===== src/rtl/dcdiv_pkg.sv =====
package dcdiv_pkg;

   // Output phase of the divider
   typedef enum logic {
      PH_LOW  = 1'b0,
      PH_HIGH = 1'b1
   } phase_e;

   // Smallest count width the block supports
   localparam int unsigned CW_MIN = 2;

endpackage


===== src/rtl/dcdiv_cfg_gate.sv =====
// Validates a requested setting and holds the accepted half-period lengths.
module dcdiv_cfg_gate #(
   parameter int unsigned CW          = 8,
   parameter int unsigned DEF_HI      = 1,
   parameter int unsigned DEF_LO      = 1,
   parameter bit          DEF_HALF    = 1'b0,
   parameter bit          FB_CHECK_EN = 1'b1
) (
   input  logic          clk,
   input  logic          rst_n,
   input  logic          load,
   input  logic [CW-1:0] cfg_hi,
   input  logic [CW-1:0] cfg_lo,
   input  logic          cfg_half,
   input  logic          fb_mode,
   output logic [CW:0]   nxt_hi_len,
   output logic [CW:0]   nxt_lo_len,
   output logic [CW:0]   act_hi_len,
   output logic [CW:0]   act_lo_len
);
   localparam int unsigned LW = CW + 1;
   localparam logic [LW-1:0] RST_HI_LEN = LW'(2 * DEF_HI + 32'(DEF_HALF));
   localparam logic [LW-1:0] RST_LO_LEN = LW'(2 * DEF_LO - 32'(DEF_HALF));

   logic [LW-1:0] req_hi_len;
   logic [LW-1:0] req_lo_len;
   logic          shape_ok;
   logic          fb_ok;
   logic          accept;

   // Lengths in half-periods: high = 2*hi + half, low = 2*lo - half
   assign req_hi_len = {cfg_hi, cfg_half};
   assign req_lo_len = {cfg_lo, 1'b0} - {{CW{1'b0}}, cfg_half};

   // Zero high time and a high time of 2N or more are both refused
   assign shape_ok = (req_hi_len != '0) && (cfg_lo != '0);

   generate
      if (FB_CHECK_EN) begin : g_fb_check
         assign fb_ok = !fb_mode || (!cfg_half && (cfg_hi == cfg_lo));
      end else begin : g_fb_free
         assign fb_ok = 1'b1;
      end
   endgenerate

   assign accept     = shape_ok && fb_ok;
   assign nxt_hi_len = accept ? req_hi_len : act_hi_len;
   assign nxt_lo_len = accept ? req_lo_len : act_lo_len;

   always_ff @(posedge clk or negedge rst_n) begin
      if (!rst_n) begin
         act_hi_len <= RST_HI_LEN;
         act_lo_len <= RST_LO_LEN;
      end else if (load) begin
         act_hi_len <= nxt_hi_len;
         act_lo_len <= nxt_lo_len;
      end
   end

endmodule


===== src/rtl/dcdiv_phase_cnt.sv =====
// Half-period down-counter that times each phase of the output.
module dcdiv_phase_cnt #(
   parameter int unsigned CW = 8
) (
   input  logic        clk,
   input  logic        rst_n,
   input  logic [CW:0] nxt_hi_len,
   input  logic [CW:0] nxt_lo_len,
   input  logic [CW:0] act_lo_len,
   output logic        load,
   output logic        armed,
   output logic        clk_out
);
   import dcdiv_pkg::*;

   localparam int unsigned LW = CW + 1;
   localparam logic [LW-1:0] ONE = LW'(1);

   phase_e        phase;
   logic [LW-1:0] cnt;
   logic          at_end;

   assign at_end  = (cnt == '0);
   // Setting is sampled on the arming edge and at every rising transition
   assign load    = !armed || (at_end && (phase == PH_LOW));
   assign clk_out = (phase == PH_HIGH);

   always_ff @(posedge clk or negedge rst_n) begin
      if (!rst_n) begin
         armed <= 1'b0;
         phase <= PH_LOW;
         cnt   <= '0;
      end else if (!armed) begin
         armed <= 1'b1;
         cnt   <= nxt_lo_len - ONE;
      end else if (at_end) begin
         if (phase == PH_LOW) begin
            phase <= PH_HIGH;
            cnt   <= nxt_hi_len - ONE;
         end else begin
            phase <= PH_LOW;
            cnt   <= act_lo_len - ONE;
         end
      end else begin
         cnt <= cnt - ONE;
      end
   end

endmodule


===== src/rtl/dcdiv_top.sv =====
// Post-scale divider with separately programmed high and low times.
module dcdiv_top #(
   parameter int unsigned CW          = 8,
   parameter int unsigned DEF_HI      = 1,
   parameter int unsigned DEF_LO      = 1,
   parameter bit          DEF_HALF    = 1'b0,
   parameter bit          FB_CHECK_EN = 1'b1
) (
   input  logic          clk,
   input  logic          rst_n,
   input  logic [CW-1:0] cfg_hi,
   input  logic [CW-1:0] cfg_lo,
   input  logic          cfg_half,
   input  logic          fb_mode,
   output logic          clk_out
);
   localparam int unsigned LW = CW + 1;

   generate
      if (CW < dcdiv_pkg::CW_MIN) begin : g_bad_cw
         $error("dcdiv_top: CW must be at least %0d", dcdiv_pkg::CW_MIN);
      end
      if ((DEF_HI == 0 && !DEF_HALF) || DEF_LO == 0) begin : g_bad_def
         $error("dcdiv_top: reset setting must have nonzero high and low time");
      end
      if (DEF_HI >= (1 << CW) || DEF_LO >= (1 << CW)) begin : g_bad_def_w
         $error("dcdiv_top: reset counts do not fit in CW bits");
      end
   endgenerate

   logic          load;
   logic          armed;
   logic [LW-1:0] nxt_hi_len;
   logic [LW-1:0] nxt_lo_len;
   logic [LW-1:0] act_hi_len;
   logic [LW-1:0] act_lo_len;

   dcdiv_cfg_gate #(
      .CW          (CW),
      .DEF_HI      (DEF_HI),
      .DEF_LO      (DEF_LO),
      .DEF_HALF    (DEF_HALF),
      .FB_CHECK_EN (FB_CHECK_EN)
   ) u_gate (
      .clk        (clk),
      .rst_n      (rst_n),
      .load       (load),
      .cfg_hi     (cfg_hi),
      .cfg_lo     (cfg_lo),
      .cfg_half   (cfg_half),
      .fb_mode    (fb_mode),
      .nxt_hi_len (nxt_hi_len),
      .nxt_lo_len (nxt_lo_len),
      .act_hi_len (act_hi_len),
      .act_lo_len (act_lo_len)
   );

   dcdiv_phase_cnt #(
      .CW (CW)
   ) u_cnt (
      .clk        (clk),
      .rst_n      (rst_n),
      .nxt_hi_len (nxt_hi_len),
      .nxt_lo_len (nxt_lo_len),
      .act_lo_len (act_lo_len),
      .load       (load),
      .armed      (armed),
      .clk_out    (clk_out)
   );

endmodule


===== config.mk =====
export PLATFORM = sky130hd
export DESIGN_NAME = dcdiv_top
export DESIGN_NICKNAME = d
export VERILOG_FILES = /design/src/rtl/dcdiv_pkg.sv /design/src/rtl/dcdiv_cfg_gate.sv /design/src/rtl/dcdiv_phase_cnt.sv /design/src/rtl/dcdiv_top.sv
export SDC_FILE = /design/constraint.sdc
export NUM_CORES = 1
export LEC_CHECK = 0
export ABC_CLOCK_PERIOD_IN_PS = 7200
export BUFFER_PORTS_ARGS = -buffer_cell sky130_fd_sc_hd__buf_2
export CORE_UTILIZATION = 45
export DETAILED_ROUTE_END_ITERATION = 6
export PLACE_DENSITY = 0.64
export SYNTH_ARGS = -nofsm -noshare
export SYNTH_HDL_FRONTEND = slang
export SYNTH_HIERARCHICAL = 1
export SYNTH_SLANG_ARGS = --single-unit

===== constraint.sdc =====
create_clock -name clk -period 7.2 [get_ports clk]
set_input_delay 1.08 -clock clk [delete_from_list [all_inputs] [get_ports clk]]
set_output_delay 1.08 -clock clk [all_outputs]
set_load 0.005 [all_outputs]

==> results.md <==
* Die area at a little under 5000 µm²
* Die span in x at about 70 µm
* CTS resizes at 0
* Comb power frac at 0.276
* Dpl cells at 258
* # setup viols final at 0
* Mapped cell area at 2100 µm²
* Largest net degree at the start of global routing at 30
* Clock root cell: clkbuf_8
* IO buf count at 20
* Net Sw Frac at 0.330
* Crit path time final at about 4.5 ns
* RSZ-0062 raised after global routing: false
* Internal cell power at roughly 0.36 mW
* Final #Nets at between 200 and 250
* Top Metal Used: met4
* Synth area leaders: dfrtp_1 32%, mux2_2 14%, mux2i_1 5.2%
* Vias at between 1500 and 2000
* Worst-path clk slew at ~0.06 ns
* Kind of critical path: primary input to flop
* Mapped Avg Cell Area at approximately 11 µm²
* DR WL met2 at roughly 2000 µm
* Leakage at roughly 0.96 nW
* Hold_sp: u_gate/act_hi_len[4]
* Area of the multi-input gates at approximately 1300 µm²
* Number of global-route vias before repair at 1489
* WL/cell at around 16 µm
* Residual DRC at 0
* Final Hold Fails at 0
* Area Overhead vs Synth at 10.0%
* Most used DFF post-synth: dfrtp_1
* PwrDens at 231 nW/µm²
* Post-DP HPWL at roughly 3300 µm
* Total number of H-tree levels at 2
* First-pass detailed-route iteration total at 4
* Max Slew Vio Count at 0
* Placer Congestion at roughly 0.84
* Cell taking the most area after synthesis: dfrtp_1
* Max Cap Viol at 0
* Max Fclk at approximately 220 MHz
* Clock buffer depth at 2
* Num rows at 24
* Wl on met1 at 2110 µm
* Share of layout cells above drive strength 1 at 0.327
* Synthesized net count at about 220
* Die height at 70.3 µm
* Clk_skew at 0.00632 ns
* Met3 routed WL at 166 µm
* Worst-margin pin slew at 1.11 ns
* Crit Reg-Reg Startpoint: u_cnt/cnt[1]
* Antenna viol nets, final at 0
* CTS tree: built
* Initial antenna violation count at 0
* Worst VDD drop at ~0.16 mV
* Seq cells post-synth at 29
* # fillers at ~400
* Setup TNS at 0 ns
* CP Capture Type: flop
* Vias per inst at ~5.7
* Synth cell types at 48
* Synth warn at 6
* Final critical-path setup slack at ~2.7 ns
* Post CTS Setup Buffer Count at 0
* Yosys top cell area share at 0.321
* Setup crit start kind: primary input
* Global-route wire length before repair at roughly 7200 µm
* CP Data Arrival Time at around 4.6 ns
* Clock Latency Late Sink at 0.29 ns
* Reg power frac at 0.443
* Post-synth EDFFs at 0
* Post-synthesis sequential area ratio at 0.346
* Core area at roughly 4400 µm²
* Final cell count without fillers at 266
* Register Area at between 700 and 800 µm²
* Relative slew slack at 0.260
* Syn Inst Count at 194
* Crit path max fanout at 21
* Period utilization at 0.620
* GRT Util Overall at 0.193
* N_diodes at 0
* Fraction of registers with async set or reset after synthesis at 1.00
* Required time of the worst setup path at approximately 7.4 ns
* Starting Density at 0.476
* Post-placement setup slack at ~2.5 ns
* Post-Route WL at between 4000 and 5000 µm
* Clock sinks at 29
* Hold crit path type: flop to flop
* Total CTS buffers at 5
* Total gr overflow at 0
* Switch Pwr at roughly 0.18 mW
* Initial DRC Count at 90
* Worst setup path start: cfg_lo[2]
* CTS Hold Bufs at 0
* Outcome: finished clean
* Clock share of power at 0.281
* I/O pin count at 21
synthesized netlist by cell type, types with 2 or more instances:
cell type / count
nand2_1: 7
nor4_2: 2
nand3_1: 5
a21oi_1: 2
o21ai_0: 7
mux2_2: 26
xnor2_1: 12
nor4_4: 2
mux2i_1: 11
nand4_1: 2
a21o_1: 2
buf_6: 3
xor2_1: 9
o211a_1: 2
nor3b_1: 2
dfstp_2: 2
dfrtp_1: 27
nor4_1: 3
nor2_1: 10
buf_2: 3
ha_1: 2
inv_1: 8
nor3_1: 4
nor2b_1: 3
mux2_1: 9
o2bb2ai_1: 3
o21ai_1: 5
power groups by stage:
stage / combinational (mW) / sequential (mW) / clock, mW
global route: 0.162 / 0.242 / 0.161
detailed placement: 0.146 / 0.240 / 0
finish: 0.148 / 0.237 / 0.150
floorplan: 0.120 / 0.225 / 0
CTS: 0.148 / 0.237 / 0.154
global placement: 0.145 / 0.240 / 0
flip-flops by register name, summed over array words and instances, names as in the netlist:
signal,count
u_cnt/cnt,9
u_cnt/armed,1
u_gate/act_hi_len,9
u_cnt/clk_out,1
u_gate/act_lo_len,9
metal layers:
metal | vias to the layer above | GRT usage
met3 | 11 | 0.0563
met4 | 0 | 0.0889
li1 | 740 | -
met2 | 36 | 0.290
met5 | - | 0
met1 | 719 | 0.256
critical path: stages:
cell and delay [ns]:
buf_2 0.14, xnor2_1 0.15, nand3_1 0.09, or4_4 0.51, a21oi_2 0.85, mux2_2 0.42, mux2i_1 0.31, o21ai_0 0.12
o21ai_0 0.11, ha_1 0.25, nand3_1 0.14, o32ai_1 0.30, o311ai_1 0.15
final cells by class:
| type | count | area share |
|---|---|---|
| Clock buffer | 7 | 0.0417 |
| Timing Repair Buffer | 20 | 0.0433 |
| Multi-Input combinational cell | 149 | 0.557 |
| Tap cell | 52 | 0.0281 |
| Clock inverter | 1 | 0.00216 |
| Sequential cell | 29 | 0.315 |
| Inverter | 8 | 0.0130 |
cell usage in the layout (no fill, tap or decap), drive strengths merged, types with 2 or more instances in the layout:
master / count
a21o: 2
a21oi: 2
buf: 20
clkbuf: 7
dfrtp: 27
dfstp: 2
ha: 2
inv: 8
mux2: 35
mux2i: 11
nand2: 7
nand3: 5
nand4: 2
nand4b: 2
nor2: 10
nor2b: 3
nor3: 5
nor3b: 2
nor4: 7
nor4b: 2
o211a: 2
o21ai: 12
o2bb2ai: 3
xnor2: 12
xor2: 9
per-stage QoR:
step	hold WS, ns	area [µm²]	power (mW)	util
2_1_floorplan	0.454	2100	0.345	-
3_3_place_gp	0.471	2210	0.385	0.501
3_5_place_dp	0.476	2210	0.386	0.501
4_1_cts	0.491	2310	0.539	0.524
5_1_grt	0.500	2310	0.565	0.524
6_report	0.484	2310	0.535	0.524
worst paths after layout:
check | to | slack (ns) | depth (start not counted)
setup / recovery | u_cnt/cnt[6] | 2.74 | 13
hold / removal | u_gate/act_hi_len[4] | 0.48 | 1
max in group asynchronous | u_gate/act_hi_len[3] | 5.94 | 1
min in group asynchronous | u_gate/act_lo_len[8] | 0.82 | 1
setup reg to reg | u_gate/act_lo_len[4] | 4.38 | 6
hold reg to reg | u_gate/act_hi_len[4] | 0.48 | 1
kinds of logic after synthesis:
group / share of synthesized area
adder cells (fa/ha/maj): 0.0119
AND/OR/NAND/NOR: 0.170
other: 0.00178
AO/OA/AOI/OAI: 0.0994
XOR/XNOR: 0.0875
multiplexers: 0.240
buffers and inverters: 0.0429
flip-flops: 0.346
(Power assumes the default switching activity.)
